$ cat config.mk
export PLATFORM = sky130hd
export DESIGN_NAME = prsess_ctrl
export DESIGN_NICKNAME = d
export VERILOG_FILES = /design/src/rtl/prsess_pkg.sv /design/src/rtl/prsess_entry_chk.sv /design/src/rtl/prsess_poll_ctr.sv /design/src/rtl/prsess_view.sv /design/src/rtl/prsess_ctrl.sv
export SDC_FILE = /design/constraint.sdc
export NUM_CORES = 1
export LEC_CHECK = 0
export BUFFER_PORTS_ARGS = -buffer_cell sky130_fd_sc_hd__buf_2
export CORE_AREA = 2 2 60 51
export CTS_CLUSTER_DIAMETER = 60
export DETAILED_ROUTE_END_ITERATION = 7
export DIE_AREA = 0 0 62 53
export HOLD_SLACK_MARGIN = 0.03
export PLACE_DENSITY = 0.78
export SLEW_MARGIN = 20
export SYNTH_ARGS = -nofsm -noshare
export SYNTH_HDL_FRONTEND = slang
export SYNTH_SLANG_ARGS = --single-unit
$ cat constraint.sdc
create_clock -name clk -period 2.55 [get_ports clk]
set_input_delay 0.51 -clock clk [delete_from_list [all_inputs] [get_ports clk]]
set_output_delay 0.51 -clock clk [all_outputs]
set_load 0.02 [all_outputs]
$ cat src/rtl/prsess_pkg.sv
package prsess_pkg;

    typedef enum logic [4:0] {
        ST_IDLE,
        ST_CHECK,
        ST_CS_ON,
        ST_PATH_ON,
        ST_OVR_ON,
        ST_REQ_ON,
        ST_B_CLR0,
        ST_B_GO,
        ST_B_WAIT,
        ST_B_CLR1,
        ST_POLL_RDY,
        ST_STREAM,
        ST_POLL_DONE,
        ST_TD_REQ,
        ST_TD_PATH,
        ST_TD_CS,
        ST_TD_OVR,
        ST_FINAL,
        ST_REPORT
    } sess_state_t;

    typedef enum logic [1:0] {
        RES_OK      = 2'd0,
        RES_INVALID = 2'd1,
        RES_TIMEOUT = 2'd2
    } res_code_t;

    typedef enum logic [2:0] {
        VIEW_UNKNOWN   = 3'd0,
        VIEW_OPERATING = 3'd1,
        VIEW_WRITING   = 3'd2,
        VIEW_WRITE_ERR = 3'd3,
        VIEW_IN_RESET  = 3'd4
    } fab_view_t;

endpackage

$ cat src/rtl/prsess_entry_chk.sv
module prsess_entry_chk #(
    parameter int MSEL_W      = 3,
    parameter int MAX_PP_MODE = 1
) (
    input  logic [MSEL_W-1:0] msel_i,
    input  logic              ncfg_pin_i,
    input  logic              nstat_pin_i,
    output logic              entry_ok_o
);
    logic mode_ok;

    // only the passive parallel strap codes are accepted
    assign mode_ok    = (msel_i <= MSEL_W'(MAX_PP_MODE));
    // no outside agent may hold the fabric in reset
    assign entry_ok_o = mode_ok && ncfg_pin_i && nstat_pin_i;

endmodule

$ cat src/rtl/prsess_poll_ctr.sv
module prsess_poll_ctr #(
    parameter int MAX_POLLS = 10
) (
    input  logic clk,
    input  logic rst_n,
    input  logic clr_i,
    output logic last_o
);
    localparam int CNT_W = $clog2(MAX_POLLS + 1);

    logic [CNT_W-1:0] cnt_q;

    always_ff @(posedge clk or negedge rst_n) begin
        if (!rst_n) begin
            cnt_q <= '0;
        end else if (clr_i) begin
            cnt_q <= '0;
        end else if (!last_o) begin
            cnt_q <= cnt_q + 1'b1;
        end
    end

    // high during the final permitted poll
    assign last_o = (cnt_q == CNT_W'(MAX_POLLS - 1));

endmodule

$ cat src/rtl/prsess_view.sv
module prsess_view
    import prsess_pkg::*;
(
    input  logic      umode_i,
    input  logic      pr_ready_i,
    input  logic      crc_err_i,
    input  logic      nstat_pin_i,
    output fab_view_t view_o
);
    always_comb begin
        if (umode_i)           view_o = VIEW_OPERATING;
        else if (pr_ready_i)   view_o = VIEW_WRITING;
        else if (crc_err_i)    view_o = VIEW_WRITE_ERR;
        else if (!nstat_pin_i) view_o = VIEW_IN_RESET;
        else                   view_o = VIEW_UNKNOWN;
    end

endmodule

$ cat src/rtl/prsess_ctrl.sv
module prsess_ctrl
    import prsess_pkg::*;
#(
    parameter int MSEL_W    = 3,
    parameter int LEN_W     = 12,
    parameter int FLUSH_LEN = 256,
    parameter int PREP_LEN  = 2047,
    parameter int MAX_POLLS = 10
) (
    input  logic              clk,
    input  logic              rst_n,
    input  logic              start_i,
    input  logic              finish_i,
    input  logic [MSEL_W-1:0] msel_i,
    input  logic              ncfg_pin_i,
    input  logic              nstat_pin_i,
    input  logic              cdone_pin_i,
    input  logic              umode_i,
    input  logic              crc_err_i,
    input  logic              pr_ready_i,
    input  logic              pr_done_i,
    input  logic              pr_err_i,
    input  logic              brst_done_i,
    output logic              brst_go_o,
    output logic [LEN_W-1:0]  brst_len_o,
    output logic              brst_clr_o,
    output logic              chip_sel_n_o,
    output logic              ovr_en_o,
    output logic              pr_req_o,
    output logic              path_en_o,
    output logic              stream_ok_o,
    output logic              busy_o,
    output logic              res_vld_o,
    output logic [1:0]        res_code_o,
    output logic [2:0]        view_o
);
    sess_state_t st_q, st_nxt, ret_q;
    res_code_t   err_q, res_q;
    logic        cs_n_q, ovr_q, req_q, path_q;
    logic [LEN_W-1:0] len_q;
    logic        entry_ok, poll_last, poll_clr, health_ok;
    fab_view_t   view_w;

    prsess_entry_chk #(
        .MSEL_W      (MSEL_W),
        .MAX_PP_MODE (1)
    ) u_entry (
        .msel_i      (msel_i),
        .ncfg_pin_i  (ncfg_pin_i),
        .nstat_pin_i (nstat_pin_i),
        .entry_ok_o  (entry_ok)
    );

    assign poll_clr = !((st_q == ST_POLL_RDY) || (st_q == ST_POLL_DONE));

    prsess_poll_ctr #(
        .MAX_POLLS (MAX_POLLS)
    ) u_poll (
        .clk    (clk),
        .rst_n  (rst_n),
        .clr_i  (poll_clr),
        .last_o (poll_last)
    );

    prsess_view u_view (
        .umode_i     (umode_i),
        .pr_ready_i  (pr_ready_i),
        .crc_err_i   (crc_err_i),
        .nstat_pin_i (nstat_pin_i),
        .view_o      (view_w)
    );

    assign health_ok = umode_i && cdone_pin_i && nstat_pin_i;

    // state register
    always_ff @(posedge clk or negedge rst_n) begin
        if (!rst_n) st_q <= ST_IDLE;
        else        st_q <= st_nxt;
    end

    // next state
    always_comb begin
        st_nxt = st_q;
        unique case (st_q)
            ST_IDLE:      if (start_i) st_nxt = ST_CHECK;
            ST_CHECK:     st_nxt = entry_ok ? ST_CS_ON : ST_REPORT;
            ST_CS_ON:     st_nxt = ST_PATH_ON;
            ST_PATH_ON:   st_nxt = ST_OVR_ON;
            ST_OVR_ON:    st_nxt = ST_B_CLR0;
            ST_REQ_ON:    st_nxt = ST_B_CLR0;
            ST_B_CLR0:    st_nxt = ST_B_GO;
            ST_B_GO:      st_nxt = ST_B_WAIT;
            ST_B_WAIT:    if (brst_done_i) st_nxt = ST_B_CLR1;
            ST_B_CLR1:    st_nxt = ret_q;
            ST_POLL_RDY: begin
                if (pr_err_i)        st_nxt = ST_TD_REQ;
                else if (pr_ready_i) st_nxt = ST_STREAM;
                else if (poll_last)  st_nxt = ST_TD_REQ;
            end
            ST_STREAM:    if (finish_i) st_nxt = ST_POLL_DONE;
            ST_POLL_DONE: if (pr_err_i || pr_done_i || poll_last) st_nxt = ST_TD_REQ;
            ST_TD_REQ:    st_nxt = ST_B_CLR0;
            ST_TD_PATH:   st_nxt = ST_TD_CS;
            ST_TD_CS:     st_nxt = ST_TD_OVR;
            ST_TD_OVR:    st_nxt = ST_FINAL;
            ST_FINAL:     st_nxt = ST_REPORT;
            ST_REPORT:    st_nxt = ST_IDLE;
            default:      st_nxt = ST_IDLE;
        endcase
    end

    // registered control flags, burst set-up and result bookkeeping
    always_ff @(posedge clk or negedge rst_n) begin
        if (!rst_n) begin
            cs_n_q <= 1'b1;
            ovr_q  <= 1'b0;
            req_q  <= 1'b0;
            path_q <= 1'b0;
            len_q  <= '0;
            ret_q  <= ST_IDLE;
            err_q  <= RES_OK;
            res_q  <= RES_OK;
        end else begin
            case (st_q)
                ST_IDLE:    if (start_i) err_q <= RES_OK;
                ST_CHECK:   if (!entry_ok) res_q <= RES_INVALID;
                ST_CS_ON:   cs_n_q <= 1'b0;
                ST_PATH_ON: path_q <= 1'b1;
                ST_OVR_ON: begin
                    ovr_q <= 1'b1;
                    len_q <= LEN_W'(FLUSH_LEN);
                    ret_q <= ST_REQ_ON;
                end
                ST_REQ_ON: begin
                    req_q <= 1'b1;
                    len_q <= LEN_W'(PREP_LEN);
                    ret_q <= ST_POLL_RDY;
                end
                ST_POLL_RDY: begin
                    if (pr_err_i)                      err_q <= RES_INVALID;
                    else if (!pr_ready_i && poll_last) err_q <= RES_TIMEOUT;
                end
                ST_POLL_DONE: begin
                    if (pr_err_i)                     err_q <= RES_INVALID;
                    else if (!pr_done_i && poll_last) err_q <= RES_TIMEOUT;
                end
                ST_TD_REQ: begin
                    req_q <= 1'b0;
                    len_q <= LEN_W'(FLUSH_LEN);
                    ret_q <= ST_TD_PATH;
                end
                ST_TD_PATH: path_q <= 1'b0;
                ST_TD_CS:   cs_n_q <= 1'b1;
                ST_TD_OVR:  ovr_q  <= 1'b0;
                ST_FINAL: begin
                    if (err_q != RES_OK) res_q <= err_q;
                    else if (health_ok)  res_q <= RES_OK;
                    else                 res_q <= RES_TIMEOUT;
                end
                default: ;
            endcase
        end
    end

    // outputs
    always_comb begin
        brst_clr_o   = (st_q == ST_B_CLR0) || (st_q == ST_B_CLR1);
        brst_go_o    = (st_q == ST_B_GO);
        stream_ok_o  = (st_q == ST_STREAM);
        res_vld_o    = (st_q == ST_REPORT);
        busy_o       = (st_q != ST_IDLE);
        brst_len_o   = len_q;
        chip_sel_n_o = cs_n_q;
        ovr_en_o     = ovr_q;
        pr_req_o     = req_q;
        path_en_o    = path_q;
        res_code_o   = res_q;
        view_o       = view_w;
    end

endmodule

==> Flow_metrics.wiki, run 1 <==
{| class="wikitable"
! Metric !! Value
|-
| Launch instance of the worst register-to-register path || st_q[1]
|-
| Largest clock skew in the final design || about 0.0033 ns
|-
| Row count || 17
|-
| Number of remaining DRC errors || 0
|-
| Horizontal die dimension || 62 microns
|-
| Effective utilization at floorplan || a little over half
|-
| Register-to-Register Setup Slack || roughly 0.48 ns
|-
| Initial antenna violation count || 0
|-
| Fraction of the yosys area taken by sequential cells || ~40%
|-
| Kind of launch point of the worst setup path || register
|-
| Final net count || between 200 and 250
|-
| Final total negative setup slack || 0 ns
|-
| Via count of the first global-routing pass || about 1300
|-
| Global-route wire length before repair || roughly 5.6 mm
|-
| Part of the cycle the worst path needs || around nine tenths
|-
| Leftover overflow at the end of global routing || 0
|-
| Worst rel slew slack || approximately three fifths
|-
| H-tree levels || 1
|-
| Layout overhead on the synthesized area || 12.99%
|-
| Pwr/cell area || ~1100 nW/um^2
|-
| Avg Vias per Cell || approximately 5.6
|-
| Syn Inst Count || 175
|-
| Number of placed I/O pins || 42
|-
| Depth of the most critical reg-to-reg path || 5
|-
| Total half-perimeter wirelength after legalization and detailed placement || roughly 2.4 mm
|-
| Worst EP arrival || ~1.8 ns
|-
| RR Endpoint || st_q[2]
|-
| Cell area after synthesis || about 1400 sq um
|-
| Post-synthesis cell type count || 42
|-
| Dominant cell type by area after synthesis || dfrtp_1
|-
| Most common cell after layout, fill and taps aside || buf_2
|-
| Buffers on Ports || 39
|-
| Sw Share || about half
|-
| Total GRT Usage || 22.31%
|-
| Antenna-violating nets left || 0
|-
| Fmax achieved || between 400 and 500 MHz
|-
| Highest-count cells in the layout ignoring fill and taps || buf_2, nor2_1, dfrtp_1
|-
| #FFs+latches synth || 22
|-
| Clock tree from TritonCTS || done
|-
| Routed vias || between 1000 and 1500
|-
| Ant diodes || 0
|-
| Worst path required time || 2.04 ns
|-
| Total clock sinks || 22
|-
| Worst-Margin Slew || roughly 0.62 ns
|-
| Core footprint || roughly 2700 sq um
|-
| Peak VDD IR || 0.7253 mV
|-
| Mapped Nets || between 150 and 200
|-
| Cell types with the largest area share after synthesis || dfrtp_1, nor2_1, buf_4, a21oi_1, nand2_1
|-
| First-pass iteration count of the detailed router || 5
|-
| Count of yosys warnings during synthesis || 0
|-
| Number of max-capacitance violations reported || 0
|-
| Kind of end point of the critical path || primary output
|-
| Post-CTS repair timing setup buffer count || 0
|-
| Switching power summed over all nets || approximately 850 uW
|-
| Longest individual stage delay on the worst path || slightly below 0.6 ns
|-
| Average wire per cell in the routed design || around 14 microns
|-
| Fraction of layout instances using a drive strength above 1 || roughly a quarter
|-
| Clock-pin slew on the worst setup and hold paths || ~0.13 ns
|-
| Mean instance size in the synthesized netlist || 8.036 sq um
|-
| Final Core Density || between 50% and 60%
|-
| Crit path time final || 2.346 ns
|-
| Ordered cell list for the critical path || or3_4 > or3_1 > buf_2
|-
| Category of the most critical setup path || register to primary output
|-
| Routability cong. || ~0.9
|-
| Fraction of post-synthesis cell area in the top cell type by area || 37.37%
|-
| Total Routed Length || approximately 3.3 mm
|-
| Maximum number of pins on one net before global-route repair || 23
|-
| Hold Path Class || input pin to async pin
|-
| Number of pins exceeding their max-slew limit in the final report || 0
|-
| Largest fanout on the critical path || 16
|-
| Clock tree root driver cell || clkbuf_4
|-
| Setup repair after global routing missed its margin || no
|-
| Internal power contribution || 888.8 uW
|-
| Total of endpoints with negative setup slack in the final report || 0
|-
| Part of the total power dissipated in the clock network || a little under an eighth
|-
| Die outline height || approximately 53 microns
|-
| Pleak || just under 0.0008 uW
|-
| Worst-path cell with the longest stage delay || dfrtp_1
|-
| Fraction of power consumed by combinational cells || around half
|-
| Final Hold Violating Endpoints || 0
|-
| DRC marker count from the first detailed-route iteration || 58
|-
| Status || finished, final reports clean
|-
| Area enclosed by the die boundary || between 3000 and 4000 sq um
|-
| Sequential Power Share || 37.5%
|-
| Maximum root-to-sink buffer count || 2
|-
| Total clock buffers created by CTS || 3
|-
| Insertion delay to the later sink of the worst-skew pair || around 0.31 ns
|}
[sequential cells by signal (all words and copies together), names as in the netlist]
name and flops:
ret_q 3, ovr_en_o 1, chip_sel_n_o 1, err_q 2
u_poll.cnt_q 4, brst_len_o 2, pr_req_o 1, st_q 5
res_code_o 2, path_en_o 1
[routing by layer]
metal	part of all wire (%)	up-vias	track usage [%]
met5	0	-	0
met4	0	0	2.837
met3	8.8	0	2.689
met2	44	77	33.68
met1	47	617	34.78
li1	-	653	-
[layout make-up]
cell class | count | area [sq um]
inverters | 12 | 45.04
clock buffers | 4 | 36.28
repair buffers | 41 | 210.2
well taps | 38 | 47.55
flip-flops and latches | 22 | 553.0
multi-input cells | 122 | 696.9
fillers | 258 | 1070
[cell families after synthesis]
logic type      share of synthesized area (%)
compound gates                          20.91
other cells                            0.2666
xor+xnor                                2.492
fa+ha+maj                               1.779
simple gates                            24.11
buf+inv                                 11.21
flops                                   39.23
[power groups by stage]
stage / Clock [uW] / Sequential, uW / Combinational [uW]
2_1_floorplan: 0 / 584 / 760
3_3_place_gp: 0 / 638 / 862
3_5_place_dp: 0 / 650 / 878
4_1_cts: 200 / 644 / 884
5_1_grt: 209 / 677 / 989
6_report: 198 / 651 / 885
[how the worst max path moves through the flow]
stage | from | to
finish | st_q[1] | busy_o
global route | st_q[2] | brst_clr_o
CTS | st_q[1] | busy_o
detailed placement | st_q[1] | st_q[2]
global placement | st_q[1] | st_q[2]
floorplan | st_q[2] | res_vld_o
[stage by stage]
stage          instances  cell area, sq um  hold slack, ns  setup slack, ns  power (uW)
6_report             239              1589          0.1476           0.2041        1735
5_1_grt              239              1589          0.1818          0.09727        1875
4_1_cts              239              1588          0.1697           0.2073        1729
3_5_place_dp         235              1551          0.4470           0.5087        1528
3_3_place_gp         235              1551          0.4468           0.5615        1500
2_1_floorplan        175              1406          0.2144           0.7648        1345
[worst max-delay path: cells and delay by family, from the launching register on]
family | cells | cell delay, ns
buffers and inverters | 1 | 0.16
AND/OR/NAND/NOR | 2 | 0.78
flip-flops | 1 | 0.58
[timing repair]
action                     in CTS  in global routing
setup endpoints to repair       0                  1
gates resized for setup         0                  1
hold buffers                    0                  0
[synthesized netlist by cell type]
| cell | instances |
|---|---|
| nand2_1 | 14 |
| a211oi_1 | 1 |
| nor2b_1 | 2 |
| or3_1 | 2 |
| conb_1 | 1 |
| o311ai_0 | 1 |
| nor4_1 | 3 |
| a221o_1 | 1 |
| nor3_1 | 7 |
| nor2_2 | 1 |
| buf_1 | 2 |
| a32oi_1 | 1 |
| o32ai_1 | 2 |
| o21ai_0 | 8 |
| or3_4 | 1 |
| inv_1 | 12 |
| clkbuf_1 | 4 |
| a21o_1 | 4 |
| buf_2 | 3 |
| or4_1 | 2 |
| nand2b_1 | 5 |
| xor2_1 | 2 |
| dfrtp_1 | 21 |
| o211ai_1 | 1 |
| buf_4 | 10 |
| and2_1 | 1 |
| xnor2_1 | 2 |
| nor2_1 | 25 |
| o22ai_1 | 1 |
| a31oi_1 | 2 |
| o31ai_1 | 2 |
| o211a_1 | 1 |
| a221oi_1 | 2 |
| nand3b_1 | 1 |
| dfstp_2 | 1 |
| or2_2 | 1 |
| o21a_1 | 1 |
| ha_1 | 2 |
| nand3_1 | 6 |
| a32o_1 | 1 |
| a21oi_1 | 14 |
| a221oi_2 | 1 |
(Power assumes the default switching activity.)
==> inputs of run 2 (changes only) <==
--- a/config.mk
+++ b/config.mk
@@ -6,12 +6,12 @@
 export NUM_CORES = 1
 export LEC_CHECK = 0
 export BUFFER_PORTS_ARGS = -buffer_cell sky130_fd_sc_hd__buf_2
-export CORE_AREA = 2 2 60 51
+export CORE_AREA = 2 2 65 55
 export CTS_CLUSTER_DIAMETER = 60
 export DETAILED_ROUTE_END_ITERATION = 7
-export DIE_AREA = 0 0 62 53
+export DIE_AREA = 0 0 67 57
 export HOLD_SLACK_MARGIN = 0.03
-export PLACE_DENSITY = 0.78
+export PLACE_DENSITY = 0.7
 export SLEW_MARGIN = 20
 export SYNTH_ARGS = -nofsm -noshare
 export SYNTH_HDL_FRONTEND = slang
==> constraint.sdc (replaced) <==
create_clock -name clk -period 1.9 [get_ports clk]
set_input_delay 0.38 -clock clk [delete_from_list [all_inputs] [get_ports clk]]
set_output_delay 0.38 -clock clk [all_outputs]
set_load 0.02 [all_outputs]
==> run 2 against run 1 <==
  * The flow now finishes with violations (negative setup slack)
  * Count of clock-buffer cells in the layout unchanged
  * Critical path depth unchanged
  * Total power increased by 64%
  * Cell count increased by 9.2%
  * Via count increased by 4.3%
  * Critical path type unchanged
  * Setup slack got worse by 0.22 ns
==> Flow_metrics.wiki, run 2 (synthesized netlist as in run 1, its figures left out) <==
{| class="wikitable"
! Metric !! Value
|-
| Status || finished, violations left
|-
| Violated checks || negative setup slack
|-
| Number of placed I/O pins || 42 (unchanged)
|-
| Die outline height || 57 microns (+7.5%)
|-
| Depth of the most critical reg-to-reg path || 5 (unchanged)
|-
| Pwr/cell area || 1549 nW/um^2 (+42%)
|-
| Pleak || 0.0008981 uW (+16%)
|-
| Total clock buffers created by CTS || 3 (unchanged)
|-
| Core footprint || 3233 sq um (+22%)
|-
| H-tree levels || 1 (unchanged)
|-
| Footprint of the multi-input gates || 758.2 sq um (+8.8%)
|-
| Switching power summed over all nets || 1272 uW (+50%)
|-
| Buffers on Ports || 39 (unchanged)
|-
| Crit path time final || 1.918 ns
|-
| Fraction of layout instances using a drive strength above 1 || 36.99% (+12 points)
|-
| Row count || 19 (+2)
|-
| Pre-CTS WS || 0.02997 ns (-0.4787 ns)
|-
| Total GRT Usage || 20.61% (-1.7 points)
|-
| Effective utilization at floorplan || 43.50% (-9.4 points)
|-
| Clock-pin slew on the worst setup and hold paths || 0.08 ns (-0.05 ns)
|-
| Clock tree from TritonCTS || done
|-
| Maximum root-to-sink buffer count || 2 (unchanged)
|-
| Fmax achieved || 521.4 MHz
|-
| Final total negative setup slack || -0.01791 ns (-0.01791 ns)
|-
| Top register by number of flip-flops || st_q
|-
| Final Hold Violating Endpoints || 0 (unchanged)
|-
| Part of the cycle the worst path needs || 100.9%
|-
| Total clock sinks || 22 (unchanged)
|-
| Area enclosed by the die boundary || 3819 sq um (+16%)
|-
| Routability cong. || 0.9031 (-0.89%)
|-
| Antenna-violating nets left || 0 (unchanged)
|-
| Register cell area after layout || 554.3 sq um (+0.23%)
|-
| Number of max-capacitance violations reported || 0 (unchanged)
|-
| Final net count || 238 (+8.2%)
|-
| Kind of end point of the critical path || primary output
|-
| Horizontal die dimension || 67 microns (+8.1%)
|-
| Via count of the first global-routing pass || 1297 (+3.5%)
|-
| Hold Buf Count CTS || 0 (unchanged)
|-
| Regs by FF count || st_q: 5 flops, u_poll.cnt_q: 4 flops, ret_q: 3 flops
|-
| Worst path required time || 1.52 ns (-0.52 ns)
|-
| Layout overhead on the synthesized area || 30.78%
|-
| Global-route wire length before repair || 5.920 mm (+6.5%)
|-
| Highest-count cells in the layout ignoring fill and taps || buf_2, nor2_1, dfrtp_1
|-
| Number of filler cells placed in the layout || 316 (+22%)
|-
| First-pass iteration count of the detailed router || 4 (-1)
|-
| Launch instance of the worst register-to-register path || st_q[0]
|-
| Clock tree root driver cell || clkbuf_8
|-
| Largest fanout on the critical path || 3 (-13)
|-
| Sw Share || 44.67% (-4.1 points)
|-
| Category of the most critical setup path || register to primary output
|-
| Worst-Margin Slew || 0.5118 ns (-0.1130 ns)
|-
| Fraction of power consumed by combinational cells || 60.9% (+9.9 points)
|-
| Initial antenna violation count || 0 (unchanged)
|-
| DRC marker count from the first detailed-route iteration || 88 (+52%)
|-
| Number of remaining DRC errors || 0 (unchanged)
|-
| Total Routed Length || 3.559 mm (+8.9%)
|-
| Kind of launch point of the worst setup path || register
|-
| Worst rel slew slack || 65.88% (+7.5 points)
|-
| Number of pins exceeding their max-slew limit in the final report || 0 (unchanged)
|-
| Sequential Power Share || 27.2% (-10 points)
|-
| Peak VDD IR || 0.9226 mV (+27%)
|-
| Ant diodes || 0 (unchanged)
|-
| Largest register FFs || 5 (unchanged)
|-
| Worst Slack Setup Final || -0.01791 ns (-0.2220 ns)
|-
| RR Endpoint || st_q[2]
|-
| Total of endpoints with negative setup slack in the final report || 1 (+1)
|-
| Hold Path Class || input pin to async pin
|-
| Insertion delay to the later sink of the worst-skew pair || 0.27 ns (-0.04 ns)
|-
| Total half-perimeter wirelength after legalization and detailed placement || 2.624 mm (+9.8%)
|-
| Maximum number of pins on one net before global-route repair || 23 (unchanged)
|-
| Internal power contribution || 1576 uW (+77%)
|-
| Leftover overflow at the end of global routing || 0 (unchanged)
|-
| Avg Vias per Cell || 5.383 (-4.5%)
|-
| Worst EP arrival || 1.54 ns (-0.30 ns)
|-
| Most common cell after layout, fill and taps aside || buf_2
|-
| Largest clock skew in the final design || 0.004700 ns (+0.001368 ns)
|-
| Part of the total power dissipated in the clock network || 11.9% (+0.5 points)
|-
| Routed vias || 1405 (+4.3%)
|-
| Setup repair after global routing missed its margin || yes
|-
| Register-to-Register Setup Slack || 0.06 ns (-0.42 ns)
|-
| Average wire per cell in the routed design || 13.64 microns (-0.28%)
|}
==> run 2: what timing repair did <==
action,in CTS,in global routing
setup endpoints to repair,3,9
buffers inserted,3,4
gates resized for setup,8,15
gates cloned,0,0
pin swaps,2,3
==> run 2: final cells by class <==
class                   count  share of cell area (%)
clock buffers               4                   2.993
inverters                  12                   2.449
multi-input cells         122                   41.22
flip-flops and latches     22                   30.14
well taps                  42                   2.857
repair buffers             59                   20.34
==> run 2: worst max-delay path, cell delays in order (launching register included) <==
cell and delay (ns):
dfrtp_1 0.39, or3_4 0.40, or3_4 0.34, buf_6 0.14
==> run 2: stage by stage <==
step / util (%) / area (sq um) / hold WS, ns / std cells / power, uW
after detailed placement: 51.08 / 1652 / 0.3856 / 250 / 2240
after global placement: 51.08 / 1652 / 0.3804 / 250 / 2215
after floorplan: - / 1406 / 0.08441 / 175 / 1805
after CTS: 54.37 / 1758 / 0.09078 / 257 / 2700
after global routing: 56.89 / 1839 / 0.1130 / 261 / 3092
final: 56.89 / 1839 / 0.07097 / 261 / 2848
==> run 2: worst max path at each step <==
stage | end | cells past startpoint | start | slack [ns]
after floorplan | st_q[2] | 5 | st_q[0] | 0.18
after global placement | err_q[0] | 5 | st_q[1] | 0.08
after detailed placement | err_q[0] | 5 | st_q[1] | 0.03
after CTS | busy_o | 3 | st_q[1] | -0.07
after global routing | busy_o | 3 | st_q[0] | -0.05
final | busy_o | 3 | st_q[0] | -0.02
==> run 2: metal layers <==
| layer | share of wire (%) | GRT usage (%) | vias up |
|---|---|---|---|
| met4 | 0.96 | 5.248 | 0 |
| met5 | 0 | 0 | - |
| met3 | 8.0 | 5.720 | 5 |
| li1 | - | - | 687 |
| met2 | 45 | 30.41 | 52 |
| met1 | 46 | 29.92 | 661 |
==> run 2: power by group through the flow <==
stage | clock (uW) | sequential (uW) | combinational, uW
finish | 338 | 776 | 1730
global route | 374 | 802 | 1920
CTS | 352 | 769 | 1580
detailed placement | 0 | 775 | 1460
global placement | 0 | 770 | 1450
floorplan | 0 | 784 | 1020
